$ cat src/rtl/tmr_pkg.sv
package tmr_pkg;
  typedef enum logic [1:0] {
    EDGE_NONE = 2'd0,
    EDGE_RISE = 2'd1,
    EDGE_FALL = 2'd2,
    EDGE_BOTH = 2'd3
  } edge_sel_e;

  typedef struct packed {
    logic      out_b_init;
    logic      out_a_init;
    logic      rc_restart;
    edge_sel_e edge_b;
    edge_sel_e edge_a;
    logic      wave;
  } mode_t;

  localparam logic [7:0] A_CMD  = 8'h00;
  localparam logic [7:0] A_MODE = 8'h04;
  localparam logic [7:0] A_CNT  = 8'h10;
  localparam logic [7:0] A_RA   = 8'h14;
  localparam logic [7:0] A_RB   = 8'h18;
  localparam logic [7:0] A_RC   = 8'h1C;
  localparam logic [7:0] A_STAT = 8'h20;
  localparam logic [7:0] A_IEN  = 8'h24;

  localparam int ST_OVF = 0;
  localparam int ST_A   = 1;
  localparam int ST_B   = 2;
  localparam int ST_C   = 3;
  localparam int ST_W   = 4;

  localparam int CMD_EN  = 0;
  localparam int CMD_DIS = 1;
  localparam int CMD_TRG = 2;

  localparam int MODE_W = $bits(mode_t);

  function automatic logic edge_hit(edge_sel_e s, logic r, logic f);
    case (s)
      EDGE_RISE: return r;
      EDGE_FALL: return f;
      EDGE_BOTH: return r | f;
      default:   return 1'b0;
    endcase
  endfunction
endpackage

$ cat src/rtl/tmr_edge.sv
module tmr_edge #(
  parameter int STAGES = 2
) (
  input  logic clk,
  input  logic rst,
  input  logic din,
  output logic rise,
  output logic fall
);
  logic [STAGES:0] sh_q;

  always_ff @(posedge clk) begin
    if (rst) sh_q <= '0;
    else     sh_q <= {sh_q[STAGES-1:0], din};
  end

  assign rise = sh_q[STAGES-1] & ~sh_q[STAGES];
  assign fall = ~sh_q[STAGES-1] & sh_q[STAGES];

  // a detected edge lasts exactly one cycle
  p_edge_single_r5: assert property (@(posedge clk) disable iff (rst)
    (rise || fall) |=> !(rise || fall) || ($past(rise) != rise));
endmodule

$ cat src/rtl/tmr_counter.sv
module tmr_counter #(
  parameter int W = 16
) (
  input  logic           clk,
  input  logic           rst,
  input  logic           en_set,
  input  logic           en_clr,
  input  logic           restart,
  input  logic           rc_restart_en,
  input  logic [2:0][W-1:0] cmp,
  output logic [W-1:0]   cnt,
  output logic [2:0]     hit,
  output logic           wrap
);
  logic         run_q;
  logic [W-1:0] cnt_q;
  logic         zero;

  for (genvar i = 0; i < 3; i++) begin : g_cmp
    assign hit[i] = run_q && (cnt_q == cmp[i]);
  end

  assign zero = restart || (hit[2] && rc_restart_en);
  assign wrap = run_q && (&cnt_q) && !zero;
  assign cnt  = cnt_q;

  always_ff @(posedge clk) begin
    if (rst) begin
      run_q <= 1'b0;
      cnt_q <= '0;
    end else begin
      if (en_clr)      run_q <= 1'b0;
      else if (en_set) run_q <= 1'b1;
      if (zero)        cnt_q <= '0;
      else if (run_q)  cnt_q <= cnt_q + 1'b1;
    end
  end

  p_restart_zero_r2: assert property (@(posedge clk) disable iff (rst)
    restart |=> cnt_q == '0);

  p_hold_stopped_r1: assert property (@(posedge clk) disable iff (rst)
    (!run_q && !restart) |=> $stable(cnt_q));

  p_wrap_zero_r3: assert property (@(posedge clk) disable iff (rst)
    wrap |=> cnt_q == '0);

  p_rc_restart_r4: assert property (@(posedge clk) disable iff (rst)
    (hit[2] && rc_restart_en) |=> cnt_q == '0);
endmodule

$ cat src/rtl/tmr_wave.sv
module tmr_wave #(
  parameter int N = 2
) (
  input  logic         clk,
  input  logic         rst,
  input  logic         wave,
  input  logic         restart,
  input  logic [N-1:0] set,
  input  logic         clr,
  input  logic [N-1:0] init,
  output logic [N-1:0] out
);
  for (genvar i = 0; i < N; i++) begin : g_out
    logic q;
    always_ff @(posedge clk) begin
      if (rst)                  q <= 1'b0;
      else if (!wave || restart) q <= init[i];
      else if (clr)             q <= 1'b0;
      else if (set[i])          q <= 1'b1;
    end
    assign out[i] = q;

    // a period match lowers the output unless a restart intervenes
    p_rc_clear_r7: assert property (@(posedge clk) disable iff (rst)
      (wave && !restart && clr) |=> !q);
  end
endmodule

$ cat src/rtl/tmr_channel.sv
module tmr_channel #(
  parameter int CNT_W       = 16,
  parameter int DATA_W      = 32,
  parameter int ADDR_W      = 8,
  parameter int SYNC_STAGES = 2
) (
  input  logic              clk,
  input  logic              rst,
  input  logic              bus_sel,
  input  logic              bus_wr,
  input  logic [ADDR_W-1:0] bus_addr,
  input  logic [DATA_W-1:0] bus_wdata,
  output logic [DATA_W-1:0] bus_rdata,
  input  logic              cap_i,
  input  logic              sync_i,
  output logic              out_a,
  output logic              out_b,
  output logic              irq
);
  import tmr_pkg::*;

  localparam logic [ADDR_W-1:0] AD_CMD  = ADDR_W'(A_CMD);
  localparam logic [ADDR_W-1:0] AD_MODE = ADDR_W'(A_MODE);
  localparam logic [ADDR_W-1:0] AD_CNT  = ADDR_W'(A_CNT);
  localparam logic [ADDR_W-1:0] AD_RA   = ADDR_W'(A_RA);
  localparam logic [ADDR_W-1:0] AD_RB   = ADDR_W'(A_RB);
  localparam logic [ADDR_W-1:0] AD_RC   = ADDR_W'(A_RC);
  localparam logic [ADDR_W-1:0] AD_STAT = ADDR_W'(A_STAT);
  localparam logic [ADDR_W-1:0] AD_IEN  = ADDR_W'(A_IEN);

  logic wr, rd, wr_cmd, rd_stat, sw_trg, restart;
  mode_t mode_q;
  logic [CNT_W-1:0] ra_q, rb_q, rc_q, cnt;
  logic [ST_W-1:0]  stat_q, stat_d, ien_q, ien_d, set_v;
  logic [DATA_W-1:0] rdata_q, rd_val;
  logic irq_q;
  logic [2:0] hit;
  logic wrap, rise, fall, cap_a, cap_b;
  logic [1:0] wout;
  logic unused_wdata;

  assign unused_wdata = ^bus_wdata;

  assign wr      = bus_sel & bus_wr;
  assign rd      = bus_sel & ~bus_wr;
  assign wr_cmd  = wr && (bus_addr == AD_CMD);
  assign rd_stat = rd && (bus_addr == AD_STAT);
  assign sw_trg  = wr_cmd && bus_wdata[CMD_TRG];
  assign restart = sw_trg | sync_i;

  tmr_counter #(.W(CNT_W)) u_cnt (
    .clk           (clk),
    .rst           (rst),
    .en_set        (wr_cmd && bus_wdata[CMD_EN]),
    .en_clr        (wr_cmd && bus_wdata[CMD_DIS]),
    .restart       (restart),
    .rc_restart_en (mode_q.rc_restart),
    .cmp           ({rc_q, rb_q, ra_q}),
    .cnt           (cnt),
    .hit           (hit),
    .wrap          (wrap)
  );

  tmr_edge #(.STAGES(SYNC_STAGES)) u_edge (
    .clk  (clk),
    .rst  (rst),
    .din  (cap_i),
    .rise (rise),
    .fall (fall)
  );

  assign cap_a = !mode_q.wave && edge_hit(mode_q.edge_a, rise, fall);
  assign cap_b = !mode_q.wave && edge_hit(mode_q.edge_b, rise, fall);

  always_comb begin
    set_v         = '0;
    set_v[ST_OVF] = wrap;
    set_v[ST_A]   = mode_q.wave ? hit[0] : cap_a;
    set_v[ST_B]   = mode_q.wave ? hit[1] : cap_b;
    set_v[ST_C]   = hit[2];
  end

  assign stat_d = set_v | (rd_stat ? '0 : stat_q);
  assign ien_d  = (wr && bus_addr == AD_IEN) ? bus_wdata[ST_W-1:0] : ien_q;

  always_comb begin
    rd_val = '0;
    if (rd) begin
      case (bus_addr)
        AD_MODE: rd_val = DATA_W'(mode_q);
        AD_CNT:  rd_val = DATA_W'(cnt);
        AD_RA:   rd_val = DATA_W'(ra_q);
        AD_RB:   rd_val = DATA_W'(rb_q);
        AD_RC:   rd_val = DATA_W'(rc_q);
        AD_STAT: rd_val = DATA_W'(stat_q);
        AD_IEN:  rd_val = DATA_W'(ien_q);
        default: rd_val = '0;
      endcase
    end
  end

  always_ff @(posedge clk) begin
    if (rst) begin
      mode_q  <= '0;
      ra_q    <= '0;
      rb_q    <= '0;
      rc_q    <= '0;
      stat_q  <= '0;
      ien_q   <= '0;
      rdata_q <= '0;
      irq_q   <= 1'b0;
    end else begin
      if (wr && bus_addr == AD_MODE) mode_q <= mode_t'(bus_wdata[MODE_W-1:0]);
      if (cap_a)                          ra_q <= cnt;
      else if (wr && bus_addr == AD_RA)   ra_q <= bus_wdata[CNT_W-1:0];
      if (cap_b)                          rb_q <= cnt;
      else if (wr && bus_addr == AD_RB)   rb_q <= bus_wdata[CNT_W-1:0];
      if (wr && bus_addr == AD_RC)        rc_q <= bus_wdata[CNT_W-1:0];
      stat_q  <= stat_d;
      ien_q   <= ien_d;
      rdata_q <= rd_val;
      irq_q   <= |(stat_d & ien_d);
    end
  end

  tmr_wave #(.N(2)) u_wave (
    .clk     (clk),
    .rst     (rst),
    .wave    (mode_q.wave),
    .restart (restart),
    .set     ({hit[1], hit[0]}),
    .clr     (hit[2]),
    .init    ({mode_q.out_b_init, mode_q.out_a_init}),
    .out     (wout)
  );

  assign out_a     = wout[0];
  assign out_b     = wout[1];
  assign bus_rdata = rdata_q;
  assign irq       = irq_q;

  p_cap_load_r5: assert property (@(posedge clk) disable iff (rst)
    cap_a |=> ra_q == $past(cnt));

  p_stat_read_r8: assert property (@(posedge clk) disable iff (rst)
    rd_stat |=> bus_rdata == DATA_W'($past(stat_q)));

  p_irq_needs_flag_r9: assert property (@(posedge clk) disable iff (rst)
    irq |-> |stat_q);

  p_idle_rdata_r10: assert property (@(posedge clk) disable iff (rst)
    !rd |=> bus_rdata == '0);
endmodule

$ cat config.mk
export PLATFORM = sky130hd
export DESIGN_NAME = tmr_channel
export DESIGN_NICKNAME = d
export VERILOG_FILES = /design/src/rtl/tmr_pkg.sv /design/src/rtl/tmr_edge.sv /design/src/rtl/tmr_counter.sv /design/src/rtl/tmr_wave.sv /design/src/rtl/tmr_channel.sv
export SDC_FILE = /design/constraint.sdc
export NUM_CORES = 1
export LEC_CHECK = 0
export BUFFER_PORTS_ARGS = -buffer_cell sky130_fd_sc_hd__buf_2
export CORE_MARGIN = 4
export CORE_UTILIZATION = 35
export CTS_BUF_LIST = sky130_fd_sc_hd__clkbuf_8
export DETAILED_ROUTE_END_ITERATION = 7
export SLEW_MARGIN = 0
export SYNTH_ARGS = -nofsm -noshare
export SYNTH_HDL_FRONTEND = slang
export SYNTH_SLANG_ARGS = --single-unit
$ cat constraint.sdc
create_clock -name clk -period 7.2 [get_ports clk]
set_input_delay 1.44 -clock clk [delete_from_list [all_inputs] [get_ports clk]]
set_output_delay 1.44 -clock clk [all_outputs]
set_load 0.005 [all_outputs]
==> results.toml, run 1 <==
[synth]
synth-seq-area-share_pct = 39.20
syn_area_sq_um = 5260
ys_top_cells_by_count = "109 x nor2_1, 103 x dfxtp_1, 61 x mux2i_1, 43 x xor2_1, 36 x a21oi_1"
async_flop_share_pct = 0
ys_seq_elements = 103
synth_area_leaders = "dfxtp_1 39%, mux2i_1 12%, nor2_1 7.8%"
yosysTopAreaCell = "dfxtp_1"
synth_ff_type = "dfxtp_1"
yosys_warnings = 0
syn_area_per_cell_sq_um = 8.623
netlist_instances = 610
synth_edf_count = 0
synth_top_area_share_pct = 39.20
yosysMostFrequentCell = "nor2_1"
yosysUniqueCellTypes = 50

[setup_path]
crit_start = "bus_addr[3]"
critPathKind = "primary input to register"
critPathLaunchType = "primary input"
r2r_slack_ns = 4.05
worstPathArrival_ns = 3.97
timing.rr.start = "u_cnt.cnt[1]$_SDFFE_PP0P_"
cp_max_fo = 17
required_ns = 7.42
end_kind = "register"

[final_layout]
nFillCells = 1480
final_util_pct = 39.16
drive_above_1_share_pct = 12.40
nNetsFinal = 681
multi_input_area_sq_um = 2902
ff_latch_area_sq_um = 2062
areaGrowthSynthToFinish_pct = 9.015
num_antenna_cells = 0
stdcell_area_sq_um = 5734

[cts]
numCtsBuffers = 9
ctsHtreeMaxLevel = 3
path_clk_slew_ns = 0.09
post_cts.repair.setup_buffers = 0
clock-root-buffer = "clkbuf_8"
clock_path_buffers = 2
clk_latency_ns = 0.39
cts_sinks = 103
postCtsHoldBufs = 0
cts_tree = "built"
cts-resized-gates = 0

[min_path]
hp-start = "u_edge.sh_q[0]$_SDFF_PP0_"
min_path_type = "register to register"

[sta]
clock_skew_ns = 0.01666
rsz0062_at_grt = "no"
fin_tns_setup_ns = 0
finalCriticalPeriod_ns = 3.746
setup_viol = 0
slew_headroom_pct = 13.67
clock.fmax_mhz = 267.0
tightest_slew_ns = 1.290
drv_slew = 0
fin_ws_ns = 3.454
fin_crit_sh_pct = 52.02
hold_viol_final = 0

[place]
routabilityCongestion = 0.8350
postPlaceCellArea_sq_um = 5543
dp_hpwl_um = 10370
io_buffers = 48
pre_cts_slack_ns = 3.024

[global_route]
grt_first_pass_wirelength_um = 23070
grt_overflow = 0
track_usage_pct = 17.62
antenna_found_initial = 0
grt_max_degree = 72
grt_pass1_vias = 4239

[drt]
finalWirelength_um = 14850
viasPerCell = 5.482
vias = 4501
wire_per_inst_um = 18.08
ant_nets = 0
remaining_drc_errors = 0
drtPass1Iterations = 8
drt_iter0_markers = 396

[power_and_ir_drop]
power-per-cell-area_nw_per_um2 = 170.7
leakage_nw = 2.388
peakVddDrop_mv = 0.09559
p_total_w = 0.0009787

[die]
dieArea_sq_um = 17050
core_area_sq_um = 14640
fp-row-count = 44
initial_utilization_pct = 35.92
die_y_um = 130.6
io_pins = 81
fp.dieW_um = 130.6

[run]
drv_cap = 0

[outcome]
status = "completed"
-- power by group --
part	switching, W	internal (W)	total, W
Clock	0.000201	0.000166	0.000367
Sequential	0.000000553	0.000570	0.000571
Combinational	0.0000282	0.0000123	0.0000406
-- placed cells by master, fill, tap and decap left out, types with 13 or more instances in the layout --
cell,instances
dfxtp_1,103
nor2_1,109
a211oi_1,19
a222oi_1,16
xnor2_1,13
nand2_1,29
inv_1,16
buf_2,48
xor2_1,43
conb_1,16
a21oi_1,34
mux2i_1,61
-- critical path, cell delays in order --
cell and delay (ns):
buf_2 0.11, nor3_1 0.58, nand2_1 0.19, nor3_1 0.53
a211oi_1 0.19, o21ai_1 0.71, o21ai_0 0.21
-- routing by layer --
metal  part of all wire, %  wire, um  GRT usage [%]  up-vias
met3                   6.3       932          3.049       25
li1                      -         -              -     2157
met2                    45      6736          27.89      178
met5                     0         0              0        -
met4                   2.2       324          6.836        0
met1                    46      6854          24.01     2141
-- per-stage QoR --
stage / hold WS [ns] / std cells
final: 0.4435 / 821
after global routing: 0.4749 / 821
after CTS: 0.4431 / 821
after detailed placement: 0.4212 / 805
after global placement: 0.4226 / 805
after floorplan: 0.4138 / 625
-- path summary, 6_finish.rpt --
kind / to / depth (start not counted)
hold reg to reg: u_edge.sh_q[1]$_SDFF_PP0_ / 1
hold / removal: u_edge.sh_q[1]$_SDFF_PP0_ / 1
setup / recovery: stat_q[0]$_SDFF_PP0_ / 7
setup reg to reg: stat_q[0]$_SDFF_PP0_ / 6
-- sequential cells by signal, summed over array words and instances (netlist names) --
signal          count
u_cnt.run_q         1
mode_q              8
u_cnt.cnt          16
u_edge.sh_q         3
ra_q               16
u_wave.g_out.q      2
bus_rdata          16
irq                 1
ien_q               4
rb_q               16
rc_q               16
stat_q              4
-- kinds of logic after synthesis --
family	synth area share, %
AND/OR/NAND/NOR	18.46
AO/OA/AOI/OAI	13.61
flip-flops	39.20
buffers and inverters	7.017
multiplexers	11.61
XOR/XNOR	9.324
adder cells (fa/ha/maj)	0.7137
other	0.07129
-- cell type report --
cell class / count / area share, %
Multi-Input combinational cell: 449 / 50.60
Sequential cell: 103 / 35.96
Timing Repair Buffer: 56 / 5.237
Tap cell: 184 / 4.015
Clock buffer: 10 / 2.400
Clock inverter: 6 / 0.9382
Inverter: 13 / 0.8510
Power figures use the tool's default switching activity.
==> inputs of run 2 (changes only) <==
==> constraint.sdc (replaced) <==
create_clock -name clk -period 3.4 [get_ports clk]
set_input_delay 0.68 -clock clk [delete_from_list [all_inputs] [get_ports clk]]
set_output_delay 0.68 -clock clk [all_outputs]
set_load 0.005 [all_outputs]
==> results.toml, run 2 (same netlist as run 1, synthesis figures left out) <==
[setup_path]
r2r_slack_ns = 0.93
timing.rr.start = "u_cnt.cnt[0]$_SDFFE_PP0P_"
cp_max_fo = 6
worstPathArrival_ns = 2.93
critPathKind = "primary input to register"
critPathLaunchType = "primary input"
required_ns = 3.72
end_kind = "register"
r2r_end = "irq$_SDFF_PP0_"
reg2reg_depth = 7

[cts]
path_clk_slew_ns = 0.09
cts_tree = "built"
ctsHtreeMaxLevel = 3
cts_sinks = 103
post_cts.repair.setup_buffers = 0
postCtsHoldBufs = 0
clk_latency_ns = 0.38
numCtsBuffers = 9
clock-root-buffer = "clkbuf_8"
clock_path_buffers = 2
cts-resized-gates = 0

[final_layout]
stdcell_count = 831
nNetsFinal = 692
num_antenna_cells = 0
multi_input_area_sq_um = 2898
ff_latch_area_sq_um = 2062
areaGrowthSynthToFinish_pct = 10.20
layout_common_cells = "109 x nor2_1, 103 x dfxtp_1, 61 x mux2i_1, 48 x buf_2, 43 x xor2_1"
drive_above_1_share_pct = 13.76
layout_commonest_cell = "nor2_1"
nFillCells = 1491

[sta]
fin_tns_setup_ns = 0
drv_slew = 0
fin_crit_sh_pct = 76.78
hold_viol_final = 0
finalCriticalPeriod_ns = 2.611
clock.fmax_mhz = 383.1
setup_viol = 0
tightest_slew_ns = 0.7689
slew_headroom_pct = 48.35
clock_skew_ns = 0.01319
fin_ws_ns = 0.7894
rsz0062_at_grt = "no"

[place]
io_buffers = 48
routabilityCongestion = 0.8677
pre_cts_slack_ns = 0.4024
dp_cells = 816
dp_hpwl_um = 10770

[global_route]
grt_overflow = 0
grt_max_degree = 60
grt_pass1_vias = 4242
antenna_found_initial = 0
grt_first_pass_wirelength_um = 23290
track_usage_pct = 17.72

[die]
fp.dieW_um = 130.6
core_area_sq_um = 14640
initial_utilization_pct = 35.92
die_y_um = 130.6
dieArea_sq_um = 17050
io_pins = 81
fp-row-count = 44

[drt]
drt_iter0_markers = 424
wire_per_inst_um = 18.18
viasPerCell = 5.491
ant_nets = 0
remaining_drc_errors = 0
vias = 4563
drtPass1Iterations = 5
finalWirelength_um = 15110

[min_path]
worstHoldEndpoint = "u_edge.sh_q[1]$_SDFF_PP0_"
min_path_type = "register to register"
hold_depth = 1
hp-start = "u_edge.sh_q[0]$_SDFF_PP0_"

[outcome]
status = "completed"

[power_and_ir_drop]
power-per-cell-area_nw_per_um2 = 347.6
peakVddDrop_mv = 0.1553
leakage_nw = 2.432

[run]
drv_cap = 0
==> run 2: worst max-delay path, cell delays in order <==
cell	delay [ns]
buf_2	0.12
nor3_1	0.64
nand4_1	0.44
mux2i_1	0.24
or4b_2	0.68
nand4_1	0.12
==> run 2: metal layers <==
layer	wire, um	global-route usage [%]	vias to the layer above	share of wire, %
met5	0	0	-	0
met4	473	7.260	0	3.1
met1	6931	24.70	2172	46
met2	6576	26.27	183	44
li1	-	-	2173	-
met3	1126	4.309	35	7.5
==> run 2: worst max-delay path by stage <==
| stage | startpoint | endpoint | slack (ns) | cells after the start |
|---|---|---|---|---|
| 2_1_floorplan | bus_addr[7] | rb_q[10]$_SDFFE_PP0P_ | 0.81 | 8 |
| 3_5_place_dp | bus_addr[3] | irq$_SDFF_PP0_ | 0.40 | 6 |
| 4_1_cts | bus_addr[3] | irq$_SDFF_PP0_ | 0.81 | 6 |
| 6_report | bus_addr[3] | irq$_SDFF_PP0_ | 0.79 | 6 |
| 5_1_grt | bus_addr[3] | irq$_SDFF_PP0_ | 0.64 | 6 |
| 3_3_place_gp | bus_addr[3] | irq$_SDFF_PP0_ | 0.44 | 6 |
==> run 2: area by class of cell <==
cell class / instances / share of cell area [%]
Sequential cell: 103 / 35.57
Clock buffer: 11 / 2.612
Tap cell: 184 / 3.972
Multi-Input combinational cell: 449 / 49.99
Inverter: 13 / 0.8418
Timing Repair Buffer: 67 / 6.605
Clock inverter: 4 / 0.4101
==> run 2: stage by stage <==
stage | area [sq um] | power, W | utilization, % | hold WS (ns)
6_report | 5797 | 0.002015 | 39.58 | 0.4516
3_5_place_dp | 5622 | 0.001324 | 38.39 | 0.4301
5_1_grt | 5797 | 0.002087 | 39.58 | 0.4715
4_1_cts | 5797 | 0.002033 | 39.58 | 0.4527
3_3_place_gp | 5622 | 0.001322 | 38.39 | 0.4200
2_1_floorplan | 5316 | 0.001293 | - | 0.4138
==> run 2: power breakdown <==
group          switching [W]  internal, W   total, W
registers         0.00000121      0.00121    0.00121
clock network       0.000419     0.000299   0.000718
logic              0.0000610    0.0000275  0.0000884
